### config.mk
export PLATFORM = sky130hd
export DESIGN_NAME = adc_rd_ctrl
export DESIGN_NICKNAME = d
export VERILOG_FILES = /design/src/rtl/adc_rd_pkg.sv /design/src/rtl/adc_rd_timer.sv /design/src/rtl/adc_rd_shifter.sv /design/src/rtl/adc_rd_ctrl.sv
export SDC_FILE = /design/constraint.sdc
export NUM_CORES = 1
export LEC_CHECK = 0
export BUFFER_PORTS_ARGS = -buffer_cell sky130_fd_sc_hd__buf_4
export CORE_UTILIZATION = 40
export DETAILED_ROUTE_END_ITERATION = 7
export SLEW_MARGIN = 20
export SYNTH_ARGS = -nofsm -noshare
export SYNTH_HDL_FRONTEND = slang
export SYNTH_SLANG_ARGS = --single-unit
### constraint.sdc
create_clock -name clk -period 1.86 [get_ports clk]
set_input_delay 0.372 -clock clk [delete_from_list [all_inputs] [get_ports clk]]
set_output_delay 0.372 -clock clk [all_outputs]
set_load 0.05 [all_outputs]
### src/rtl/adc_rd_pkg.sv
// Shared types and helpers for the serial converter read controller.
// Assumes nothing beyond IEEE 1800-2017 synthesizable constructs.
package adc_rd_pkg;

    // Phases of one read transaction.
    typedef enum logic [2:0] {
        ST_IDLE,
        ST_PRE,     // start line high before the first falling edge
        ST_LO1,     // first low interval
        ST_HI2,     // second high pulse (channel 1 only)
        ST_CONV,    // conversion wait, start line low
        ST_SLO,     // serial clock low phase
        ST_SHI,     // serial clock high phase
        ST_GAP      // spacing before the start line may move again
    } rd_state_t;

    function automatic int max2(input int a, input int b);
        return (a > b) ? a : b;
    endfunction

    // Cycles needed to cover a duration given in picoseconds (rounded up).
    function automatic int ps_to_cyc(input int dur_ps, input int clk_ps);
        return (dur_ps + clk_ps - 1) / clk_ps;
    endfunction

endpackage

### src/rtl/adc_rd_timer.sv
// Loadable down counter used to time every phase of a read.
// Assumes the loaded value is the phase length minus one; expired is high
// in the last cycle of the phase.
module adc_rd_timer #(
    parameter int CW = 10
) (
    input  logic          clk,
    input  logic          rst_n,
    input  logic          load,
    input  logic [CW-1:0] load_val,
    output logic          expired
);
    logic [CW-1:0] cnt_q;

    // Count down to zero and hold there; a load restarts the phase.
    always_ff @(posedge clk) begin
        if (!rst_n)
            cnt_q <= '0;
        else if (load)
            cnt_q <= load_val;
        else if (cnt_q != '0)
            cnt_q <= cnt_q - 1'b1;
    end

    assign expired = (cnt_q == '0);
endmodule

### src/rtl/adc_rd_shifter.sv
// Serial-in capture register: shifts one bit in from the right on each
// enable, so the first bit captured ends up in the top position.
// Assumes exactly W enables per transaction.
module adc_rd_shifter #(
    parameter int W = 8
) (
    input  logic         clk,
    input  logic         rst_n,
    input  logic         shift_en,
    input  logic         din,
    output logic [W-1:0] q
);
    // Capture the serial bit MSB first.
    always_ff @(posedge clk) begin
        if (!rst_n)
            q <= '0;
        else if (shift_en)
            q <= {q[W-2:0], din};
    end
endmodule

### src/rtl/adc_rd_ctrl.sv
// Host-side read controller for a three-wire 8-bit converter.
// Runs one read per accepted request: start pulse(s) select the channel,
// a fixed wait covers the conversion, then DATA_W serial clocks capture the
// code MSB first on rising edges. All intervals are in system clock cycles;
// CLK_PS is used only by the assertions to check the physical minimums.
module adc_rd_ctrl
    import adc_rd_pkg::*;
#(
    parameter int DATA_W        = 8,
    parameter int CLK_PS        = 8000,
    parameter int T_CNV_HI      = 13,
    parameter int T_CNV_LO      = 13,
    parameter int T_CONV        = 938,
    parameter int T_SCK_LO      = 13,
    parameter int T_SCK_HI      = 12,
    parameter int T_GAP         = 7,
    parameter bit CNV_IDLE_HIGH = 1'b0,
    parameter bit SCK_IDLE_HIGH = 1'b0
) (
    input  logic              clk,
    input  logic              rst_n,
    input  logic              req_valid,
    input  logic              req_chan,
    output logic              req_ready,
    output logic              rsp_valid,
    output logic [DATA_W-1:0] rsp_data,
    output logic              rsp_chan,
    output logic              conv_o,
    output logic              sck_o,
    input  logic              sdi_i
);
    localparam int TMAX = max2(max2(max2(T_CNV_HI, T_CNV_LO), max2(T_CONV, T_GAP)),
                               max2(max2(T_SCK_LO, T_SCK_HI), 2));
    localparam int CW   = $clog2(TMAX);
    localparam int BW   = $clog2(DATA_W);
    localparam logic [BW-1:0] LAST_BIT = BW'(DATA_W - 1);

    rd_state_t     state_q, state_d;
    logic [BW-1:0] bit_q, bit_d;
    logic          chan_q, chan_d;
    logic          rsp_q, rsp_d;
    logic          conv_q, conv_d;
    logic          sck_q, sck_d;
    logic          tmr_load;
    logic [CW-1:0] tmr_val;
    logic          tmr_done;
    logic          sample;

    adc_rd_timer #(.CW(CW)) u_tmr (
        .clk      (clk),
        .rst_n    (rst_n),
        .load     (tmr_load),
        .load_val (tmr_val),
        .expired  (tmr_done)
    );

    adc_rd_shifter #(.W(DATA_W)) u_shf (
        .clk      (clk),
        .rst_n    (rst_n),
        .shift_en (sample),
        .din      (sdi_i),
        .q        (rsp_data)
    );

    // Next phase, timer reload and capture strobe.
    always_comb begin
        state_d  = state_q;
        bit_d    = bit_q;
        chan_d   = chan_q;
        rsp_d    = 1'b0;
        tmr_load = 1'b0;
        tmr_val  = '0;
        sample   = 1'b0;
        unique case (state_q)
            ST_IDLE: if (req_valid) begin
                state_d  = ST_PRE;
                chan_d   = req_chan;
                tmr_load = 1'b1;
                tmr_val  = CW'(T_CNV_HI - 1);
            end
            ST_PRE: if (tmr_done) begin
                state_d  = ST_LO1;
                tmr_load = 1'b1;
                tmr_val  = CW'(T_CNV_LO - 1);
            end
            ST_LO1: if (tmr_done) begin
                tmr_load = 1'b1;
                if (chan_q) begin
                    state_d = ST_HI2;
                    tmr_val = CW'(T_CNV_HI - 1);
                end else begin
                    state_d = ST_CONV;
                    tmr_val = CW'(T_CONV - 1);
                end
            end
            ST_HI2: if (tmr_done) begin
                state_d  = ST_CONV;
                tmr_load = 1'b1;
                tmr_val  = CW'(T_CONV - 1);
            end
            ST_CONV: if (tmr_done) begin
                state_d  = ST_SLO;
                bit_d    = '0;
                tmr_load = 1'b1;
                tmr_val  = CW'(T_SCK_LO - 1);
            end
            ST_SLO: if (tmr_done) begin
                state_d  = ST_SHI;
                sample   = 1'b1;
                tmr_load = 1'b1;
                tmr_val  = CW'(T_SCK_HI - 1);
            end
            ST_SHI: if (tmr_done) begin
                tmr_load = 1'b1;
                if (bit_q == LAST_BIT) begin
                    state_d = ST_GAP;
                    tmr_val = CW'(T_GAP - 1);
                end else begin
                    state_d = ST_SLO;
                    bit_d   = bit_q + 1'b1;
                    tmr_val = CW'(T_SCK_LO - 1);
                end
            end
            ST_GAP: if (tmr_done) begin
                state_d = ST_IDLE;
                rsp_d   = 1'b1;
            end
            default: state_d = ST_IDLE;
        endcase
    end

    // Line levels for the coming phase, so both outputs leave flops.
    always_comb begin
        unique case (state_d)
            ST_IDLE:        conv_d = CNV_IDLE_HIGH;
            ST_PRE, ST_HI2: conv_d = 1'b1;
            default:        conv_d = 1'b0;
        endcase
        unique case (state_d)
            ST_SHI:  sck_d = 1'b1;
            ST_SLO:  sck_d = 1'b0;
            default: sck_d = SCK_IDLE_HIGH;
        endcase
    end

    // Register phase, bit index, channel tag, strobe and line levels.
    always_ff @(posedge clk) begin
        if (!rst_n) begin
            state_q <= ST_IDLE;
            bit_q   <= '0;
            chan_q  <= 1'b0;
            rsp_q   <= 1'b0;
            conv_q  <= CNV_IDLE_HIGH;
            sck_q   <= SCK_IDLE_HIGH;
        end else begin
            state_q <= state_d;
            bit_q   <= bit_d;
            chan_q  <= chan_d;
            rsp_q   <= rsp_d;
            conv_q  <= conv_d;
            sck_q   <= sck_d;
        end
    end

    assign req_ready = (state_q == ST_IDLE);
    assign rsp_valid = rsp_q;
    assign rsp_chan  = chan_q;
    assign conv_o    = conv_q;
    assign sck_o     = sck_q;

    // ------------------------------------------------------------------
    // Assertions: measured intervals against physical minimums.
    // ------------------------------------------------------------------
    localparam int MIN_CNV_PH  = ps_to_cyc(100000, CLK_PS);
    localparam int MIN_CONV    = ps_to_cyc(7500000, CLK_PS);
    localparam int MIN_SCK_PH  = ps_to_cyc(75000, CLK_PS);
    localparam int MIN_SCK_PER = ps_to_cyc(200000, CLK_PS);
    localparam int MIN_GAP     = ps_to_cyc(50000, CLK_PS);

    logic [15:0] cnv_hi_run, cnv_lo_run, since_cfall, since_sedge;
    logic [15:0] sck_hi_run, sck_lo_run, sck_per_run;
    logic [3:0]  rise_cnt;
    logic        conv_p, sck_p;

    // Saturating interval counters observed on the output pins.
    always_ff @(posedge clk) begin
        if (!rst_n) begin
            cnv_hi_run  <= '1;
            cnv_lo_run  <= '1;
            since_cfall <= '1;
            since_sedge <= '1;
            sck_hi_run  <= '1;
            sck_lo_run  <= '1;
            sck_per_run <= '1;
            rise_cnt    <= '0;
            conv_p      <= CNV_IDLE_HIGH;
            sck_p       <= SCK_IDLE_HIGH;
        end else begin
            conv_p <= conv_o;
            sck_p  <= sck_o;
            cnv_hi_run  <= conv_o ? ((cnv_hi_run == '1) ? cnv_hi_run : cnv_hi_run + 1'b1) : '0;
            cnv_lo_run  <= !conv_o ? ((cnv_lo_run == '1) ? cnv_lo_run : cnv_lo_run + 1'b1) : '0;
            sck_hi_run  <= sck_o ? ((sck_hi_run == '1) ? sck_hi_run : sck_hi_run + 1'b1) : '0;
            sck_lo_run  <= !sck_o ? ((sck_lo_run == '1) ? sck_lo_run : sck_lo_run + 1'b1) : '0;
            if (conv_p && !conv_o)
                since_cfall <= 16'd1;
            else if (since_cfall != '1)
                since_cfall <= since_cfall + 1'b1;
            if (sck_p != sck_o)
                since_sedge <= 16'd1;
            else if (since_sedge != '1)
                since_sedge <= since_sedge + 1'b1;
            if (!sck_p && sck_o)
                sck_per_run <= 16'd1;
            else if (sck_per_run != '1)
                sck_per_run <= sck_per_run + 1'b1;
            if (req_valid && req_ready)
                rise_cnt <= '0;
            else if (!sck_p && sck_o)
                rise_cnt <= rise_cnt + 1'b1;
        end
    end

    a_r4_cnv_high_width: assert property (@(posedge clk) disable iff (!rst_n)
        $fell(conv_o) |-> cnv_hi_run >= 16'(MIN_CNV_PH));
    a_r4_cnv_low_width: assert property (@(posedge clk) disable iff (!rst_n)
        $rose(conv_o) |-> cnv_lo_run >= 16'(MIN_CNV_PH));
    a_r5_conv_wait: assert property (@(posedge clk) disable iff (!rst_n)
        (sck_o != $past(sck_o)) |-> since_cfall >= 16'(MIN_CONV));
    a_r6_sck_high: assert property (@(posedge clk) disable iff (!rst_n)
        $fell(sck_o) |-> sck_hi_run >= 16'(MIN_SCK_PH));
    a_r6_sck_low: assert property (@(posedge clk) disable iff (!rst_n)
        $rose(sck_o) |-> sck_lo_run >= 16'(MIN_SCK_PH));
    a_r6_sck_period: assert property (@(posedge clk) disable iff (!rst_n)
        $rose(sck_o) |-> sck_per_run >= 16'(MIN_SCK_PER));
    a_r6_eight_rises: assert property (@(posedge clk) disable iff (!rst_n)
        rsp_valid |-> rise_cnt == 4'(DATA_W));
    a_r8_gap: assert property (@(posedge clk) disable iff (!rst_n)
        (conv_o != $past(conv_o)) |-> since_sedge >= 16'(MIN_GAP));
    a_r9_rsp_pulse: assert property (@(posedge clk) disable iff (!rst_n)
        rsp_valid |=> !rsp_valid);
    a_r10_idle_level: assert property (@(posedge clk) disable iff (!rst_n)
        rsp_valid |-> (conv_o == CNV_IDLE_HIGH) && req_ready);
endmodule

# Word-level counts from Yosys, hierarchy flattened
# Cells that the tools add are included.
# word_totals
in_bits,5
out_inout_bits,13
word_cells,67
register_bits,28
# classes
n_addsub,2
n_eq_ne,14
n_reduce_logical,11
n_mux,32
# op_table
operator,count
$pmux W10 S6,1
$mux W10,5
$mux W3,12
$pmux W3 S8,1
$mux W4,5
$eq A3 B3 Y1 const B,6
$logic_not A10 Y1,1
$reduce_bool A10 Y1,1
$sub A10 B1 Y10 const B,1
$eq A3 B2 Y1 const B,3
$eq A3 B1 Y1 const B,2
$ne A2 B2 Y1 const B,3
$pmux W3 S2,1
$reduce_or A6 Y1,1
$mux W1,5
$reduce_and A2 Y1,2
$reduce_and A4 Y1,1
$reduce_bool A2 Y1,2
$reduce_or A2 Y1,2
$add A3 B1 Y3 const B,1
$logic_not A3 Y1,1
$mux W2,1
$pmux W1 S2,1

# Depth between registers and ports, before layout
# Gate-level depths: netlist of the first run.
# depth
depth_word,7
depth_mapped,9
ltp_nobuf,7

# Modules after synthesis
# A second synthesis of the first run with hierarchy kept.
# hier_totals
cells_unflattened,163
hier_area_um2,1436.4
# modules_own_cells
mod,seq_area_each_um2,instances,cells_per_inst,area_per_inst_um2
adc_rd_timer,200.2,1,65,573.0
adc_rd_ctrl,200.2,1,73,561.8
adc_rd_shifter,160.2,1,25,301.5

# Worst setup path before layout of the first run
# No wires, ideal clock.
# synth_path
path_kind,reg2reg
start,reg u_tmr.cnt_q[0]
end,"reg sck_q, in the netlist sck_o"
period_less_slack_ns,1.916
t_arrival_ns,1.800
stages_incl_launch_ff,10
setup_slack_ns,-0.056
cell_sequence,dfxtp_1 > inv_1 > ha_1 > or3b_1 > buf_2 > or3_4 > buf_6 > o21ai_2 > a21boi_2 > o211a_1
# synth_via
elab_chain_len,5
# synth_lines
item,line,text
start: declaration,adc_rd_timer.sv:13,logic [CW-1:0] cnt_q;
start signal: assignment,adc_rd_timer.sv:20,cnt_q <= load_val;
start signal: assignment,adc_rd_timer.sv:22,cnt_q <= cnt_q - 1'b1;
$logic_not A10 Y1 *,adc_rd_timer.sv:25,assign expired = (cnt_q == '0);
$mux W3 (tied with other cells),adc_rd_ctrl.sv:124,ST_GAP: if (tmr_done) begin
$pmux W3 S8 *,adc_rd_ctrl.sv:74,unique case (state_q)
$eq A3 B3 Y1 *,adc_rd_ctrl.sv:139,unique case (state_d)
$mux W1 *,adc_rd_ctrl.sv:139,
end signal: assignment,adc_rd_ctrl.sv:161,sck_q <= sck_d;
end: declaration,adc_rd_ctrl.sv:43,"logic sck_q, sck_d;"
# Mark *: on every way between the ends. The rest lies on a longest branch, timed or not.
# A chain may end at the register's enable or synchronous reset.

# Worst setup path after layout of the first run
# layout_path
start,reg u_tmr.cnt_q[1]
end,"reg sck_q, in the netlist sck_o"
# Same word-level chain as after synthesis.

==> flow_metrics.env, run 1 <==
export IMPL_cpMaxStageDelayCell="or3_4"
export IMPL_outcome="complete, no violations"
export IMPL_worst_pin_slew_ns=0.4654
export IMPL_max_freq_mhz=558.0
export IMPL_seq_area_frac_synth=0.3930
export IMPL_initial_core_util=0.4241
export IMPL_fin_util=0.5275
export IMPL_wl_um=3053
export IMPL_overflow=0
export IMPL_total_power_mw=3.043
export IMPL_antenna_cells=0
export IMPL_synthesis_nets=169
export IMPL_die_area_um2=3809
export IMPL_critPathRequiredTime_ns=2.11
export IMPL_finalSetupViolations=0
export IMPL_grt_pass1_vias=1124
export IMPL_crit_fanout=6
export IMPL_post_route_min_period_ns=1.792
export IMPL_report_final_hold_viol_count=0
export IMPL_gp_congestion=0.8160
export IMPL_max_slew_margin=0.6864
export IMPL_startpoint_type="flop"
export IMPL_critical_path_class="flop to flop"
export IMPL_clock_latency_ns=0.33
export IMPL_drv_cap=0
export IMPL_yosysUniqueCellTypes=46
export IMPL_fp_dieH_um=61.72
export IMPL_avgSynthCellArea_um2=8.859
export IMPL_grt_pass1_wl_um=5133
export IMPL_r2r_cells=7
export IMPL_die_w_um=61.72
export IMPL_dr_pass1_iters=4
export IMPL_path_cells="inv_2, ha_4, or3b_4, or3_4, o21ai_2, a21boi_2, o211a_1"
export IMPL_critPathArrivalTime_ns=2.04
export IMPL_syn_area_um2=1426
export IMPL_min_to="rsp_chan"
export IMPL_min_path_type="input port to flop"
export IMPL_grt_total_usage=0.1819
export IMPL_vdd_drop_max_uv=922.2
export IMPL_crit_path_max_incr_delay_ns=0.43
export IMPL_synth_edf_count=0
export IMPL_cts_made_buffers=3
export IMPL_via_count=1232
export IMPL_crit_path_end_kind="flop"
export IMPL_root_buffer="clkbuf_4"
export IMPL_synthArstFlopShare=0
export IMPL_cts_max_level=1
export IMPL_r2r_end="sck_o"
export IMPL_drc_errors=0
export IMPL_rows=21
export IMPL_p_per_area_nw_per_um2=1715
export IMPL_placed_area_um2=1680
export IMPL_cts_tree="done"
export IMPL_yosysWarningCount=0
export IMPL_grt_max_degree=24
export IMPL_nets=196
export IMPL_antenna_left=0
export IMPL_finalSetupTns_ns=0
export IMPL_min_path_cells=3
export IMPL_synth_cells=161
export IMPL_final_cell_area_um2=1774
export IMPL_dr_first_iter_drc_count=30
export IMPL_cts_sinks=28
export IMPL_p_leak_nw=0.7911
export IMPL_finalMaxSlewViolations=0
export IMPL_synth_main_ff_cell="dfxtp_1"
export IMPL_antenna_found_initial=0
export IMPL_wire_per_inst_um=13.10
export IMPL_r2r_start="u_tmr.cnt_q[1]"
export IMPL_clk_path_buf_depth=2
export IMPL_ys_seq_elements=28
export IMPL_clkTransAtPathRegs_ns=0.15
export IMPL_rrSetupSlack_ns=0.07
export IMPL_fin_crit_sh=0.9635
export IMPL_setup_ws_ns=0.06781
export IMPL_dp_final_hpwl_um=2277
export IMPL_dpl_worst_slack_ns=0.02555
export IMPL_area_growth_synth_to_final_pct=24.39
export IMPL_min_delay_start="req_chan"
export IMPL_ios=18
export IMPL_core_region_area_um2=3363
export IMPL_via_per_inst=5.288
export IMPL_port_buffers=17
export IMPL_fin_skew_ns=0.003413
export IMPL_layout_drive_gt1_share=0.2995
==> synthesized netlist by cell type, drive strengths merged (2+ instances only) <==
master   n  share of area
a21boi   3          0.018
a21oi    7          0.025
a31oi    2         0.0088
a32o     2          0.014
and2     2         0.0088
and3     2         0.0088
buf      4          0.023
clkbuf   5          0.013
dfxtp   28           0.39
ha       3          0.026
inv      3         0.0079
mux2i   11          0.077
nand2   18          0.047
nand2b   3          0.013
nand3    6          0.021
nand3b   4          0.021
nor2     7          0.018
nor2b   12          0.053
nor3     3          0.018
nor4     3          0.018
o21ai   10          0.038
or3      5          0.025
xor2     3          0.018
==> per-layer routing <==
metal	part of all wire	vias up	track usage	wire length, um
met3	0.012	2	0.02070	38
met2	0.50	7	0.2980	1534
met4	0.0066	0	0.07619	20
met5	0	-	0	0
met1	0.48	599	0.2436	1460
li1	-	624	-	-
==> cells by family after synthesis <==
logic type,share of synthesized area
compound gates,0.1509
xor+xnor,0.02457
fa+ha+maj,0.02632
buf+inv,0.04386
flops,0.3930
mux,0.07720
simple gates,0.2842
==> report_power, final <==
part | total, mW | leakage, nW | internal, mW | switching (mW)
registers | 0.873 | 0.229 | 0.736 | 0.137
clock network | 0.400 | 0.0279 | 0.218 | 0.182
logic | 1.77 | 0.535 | 0.807 | 0.964
==> cell type report <==
| type | instances | area, um2 |
|---|---|---|
| inverters | 3 | 11.26 |
| multi-input cells | 121 | 857.1 |
| clock buffers | 3 | 22.52 |
| clock inverters | 1 | 30.03 |
| flip-flops and latches | 28 | 563.0 |
| fillers | 353 | 1589 |
| repair buffers | 31 | 232.7 |
| well taps | 46 | 57.56 |
==> stage by stage <==
step                cells  hold WS, ns
detailed placement    229       0.4526
floorplan             161       0.4302
global route          233       0.2948
finish                233       0.2835
CTS                   233       0.2682
global placement      229       0.4446
==> layout by cell type (no fill, tap or decap), drive strengths merged, types with 2 or more instances in the layout <==
cell	Yosys	final
dfxtp	28	28
a21boi	3	3
inv	3	3
nand2	18	18
nand2b	3	3
nor2b	12	12
a21oi	7	7
nand3b	4	4
ha	3	3
xor2	3	3
nor3	3	3
and3	2	2
mux2i	11	11
and2	2	2
buf	4	31
nor4	3	3
or3	5	5
o21ai	10	10
nor2	7	7
clkbuf	5	3
a31oi	2	2
nand3	6	6
a32o	2	2
==> critical path, delay by kind of cell, from the launching register on <==
family                   cells  cell delay, ns
buffers and inverters        1            0.06
adder cells (fa/ha/maj)      1            0.14
flip-flops                   1            0.35
AO/OA/AOI/OAI                3            0.31
AND/OR/NAND/NOR              2            0.84
==> sequential cells by signal, summed over array words and instances (netlist names) <==
register,cells
u_tmr.cnt_q,10
u_shf.q,8
bit_q,3
state_q,3
conv_o,1
rsp_chan,1
rsp_valid,1
sck_o,1
==> worst max-delay path by stage <==
| stage | startpoint | endpoint | slack (ns) | cells after the start |
|---|---|---|---|---|
| floorplan | u_tmr.cnt_q[1] | sck_o | -0.0002 | 9 |
| global placement | u_tmr.cnt_q[1] | u_shf.q[0] | 0.03 | 8 |
| detailed placement | u_tmr.cnt_q[1] | sck_o | 0.03 | 7 |
| CTS | u_tmr.cnt_q[1] | sck_o | 0.01 | 7 |
| global route | u_tmr.cnt_q[1] | u_tmr.cnt_q[8] | -0.005 | 7 |
| finish | u_tmr.cnt_q[1] | sck_o | 0.07 | 7 |
==> repair_timing <==
| action | 4_1_cts | 5_1_grt |
|---|---|---|
| hold endpoints to repair | 0 | 0 |
| cloned | 0 | 0 |
| hold buffers | 0 | 0 |
| setup endpoints to repair | 1 | 22 |
| setup buffers | 0 | 0 |
| resized for setup | 0 | 10 |
| pin swaps | 1 | 0 |
Power figures use the tool's default switching activity.
==> run 2, diff against run 1 <==
Settings changed: BUFFER_PORTS_ARGS -buffer_cell sky130_fd_sc_hd__buf_4 to default, DONT_BUFFER_PORTS from default to 1.
==> flow_metrics.env, run 2 (synthesized netlist as in run 1, its figures left out) <==
export IMPL_wire_per_inst_um=14.79
export IMPL_overflow=0
export IMPL_layout_common_cells="dfxtp_1, nand2_1, buf_4"
export IMPL_max_slew_margin=0.6358
export IMPL_area_growth_synth_to_final_pct=19.21
export IMPL_gp_congestion=0.8447
export IMPL_via_count=1191
export IMPL_ctsHoldBuffers=0
export IMPL_rows=21
export IMPL_cts_made_buffers=3
export IMPL_port_buffers=0
export IMPL_root_buffer="clkbuf_4"
export IMPL_fin_skew_ns=0.002898
export IMPL_wl_um=3240
export IMPL_initial_core_util=0.4241
export IMPL_clk_path_buf_depth=2
export IMPL_antenna_cells=0
export IMPL_cpMaxStageDelayCell="or3_4"
export IMPL_finalMaxSlewViolations=0
export IMPL_ios=18
export IMPL_dr_first_iter_drc_count=31
export IMPL_critical_path_class="flop to flop"
export IMPL_worst_pin_slew_ns=0.5455
export IMPL_nets=182
export IMPL_grt_pass1_wl_um=5030
export IMPL_startpoint_type="flop"
export IMPL_fin_util=0.5056
export IMPL_largest_register="u_tmr.cnt_q"
export IMPL_grt_pass1_vias=1122
export IMPL_final_common_cell="dfxtp_1"
export IMPL_fin_crit_sh=0.9661
export IMPL_antenna_found_initial=0
export IMPL_grt_max_degree=24
export IMPL_vdd_drop_max_uv=859.7
export IMPL_dp_cells=213
export IMPL_drv_cap=0
export IMPL_crit_path_max_incr_delay_ns=0.43
export IMPL_outcome="complete, no violations"
export IMPL_fp_dieH_um=61.72
export IMPL_report_final_hold_viol_count=0
export IMPL_crit_fanout=6
export IMPL_largest_register_ffs=10
export IMPL_dp_final_hpwl_um=2293
export IMPL_cp_buffers_inverters=1
export IMPL_top_regs="u_tmr.cnt_q (10), u_shf.q (8)"
export IMPL_die_w_um=61.72
export IMPL_path_cells="inv_2, ha_4, or3b_4, or3_4, o21ai_2, a21boi_2, o211a_1"
export IMPL_p_per_area_nw_per_um2=1867
export IMPL_p_leak_nw=0.7288
export IMPL_grt_total_usage=0.1836
export IMPL_max_freq_mhz=556.5
export IMPL_finalNonFillerCells=219
export IMPL_via_per_inst=5.438
export IMPL_clkTransAtPathRegs_ns=0.16
export IMPL_finalSetupViolations=0
export IMPL_grt_setup_unrepaired="false"
export IMPL_dr_pass1_iters=4
export IMPL_min_path_type="input port to flop"
export IMPL_cpLargestDelayFamily="simple AND/OR/NAND/NOR gates"
export IMPL_critPathRequiredTime_ns=2.12
export IMPL_critPathArrivalTime_ns=2.06
export IMPL_post_route_min_period_ns=1.797
export IMPL_clock_latency_ns=0.34
export IMPL_finalSetupTns_ns=0
export IMPL_antenna_left=0
export IMPL_core_region_area_um2=3363
export IMPL_layout_drive_gt1_share=0.2370
export IMPL_cts_sinks=28
export IMPL_crit_path_end_kind="flop"
export IMPL_die_area_um2=3809
export IMPL_cts_tree="done"
export IMPL_drc_errors=0
export IMPL_cts_max_level=1
run 2: through the flow:
| stage | instance area (um2) | power, mW | worst slack, ns | hold slack (ns) |
|---|---|---|---|---|
| 2_1_floorplan | 1448 | 2.105 | -0.0001861 | 0.4302 |
| 3_3_place_gp | 1560 | 2.412 | -0.01829 | 0.4450 |
| 3_5_place_dp | 1560 | 2.438 | -0.04231 | 0.4598 |
| 4_1_cts | 1663 | 3.066 | 0.03756 | 0.1303 |
| 5_1_grt | 1700 | 3.388 | 0.004190 | 0.1376 |
| 6_report | 1700 | 3.175 | 0.06301 | 0.1382 |
run 2: path summary, 6_finish.rpt:
| check | startpoint | end | slack [ns] | cells after the start |
|---|---|---|---|---|
| max | u_tmr.cnt_q[1] | sck_o | 0.06 | 7 |
| min reg2reg | bit_q[0] | bit_q[0] | 0.48 | 2 |
| min | rst_n | u_tmr.cnt_q[0] | 0.14 | 2 |
| max reg2reg | u_tmr.cnt_q[1] | sck_o | 0.06 | 7 |
run 2: cell type report:
cell class,instances,area (um2)
fillers,333,1663
multi-input cells,121,872.1
flip-flops and latches,28,563.0
repair buffers,17,143.9
well taps,46,57.56
clock inverters,1,30.03
clock buffers,3,22.52
inverters,3,11.26
run 2: report_power, final:
group / switching, mW / internal [mW]
logic: 0.968 / 0.874
clock network: 0.195 / 0.218
registers: 0.184 / 0.736
total: 1.35 / 1.83
run 2: routing by layer:
layer	share of wire	GRT usage	vias to the layer above
li1	-	-	594
met1	0.44	0.2221	566
met2	0.50	0.3333	26
met3	0.041	0.02277	5
met4	0.015	0.06667	0
met5	0	0	-
run 2: what timing repair did:
action | 4_1_cts | 5_1_grt
pin swaps | 1 | 0
endpoints found under the setup margin | 10 | 11
buffers inserted | 2 | 0
resized for setup | 4 | 7
run 2: worst reg2reg max path: cells and delay by family, from the launching register on:
kind	cells	cell delay (ns)
adder cells (fa/ha/maj)	1	0.13
buffers and inverters	1	0.06
flip-flops	1	0.36
AO/OA/AOI/OAI	3	0.32
AND/OR/NAND/NOR	2	0.85
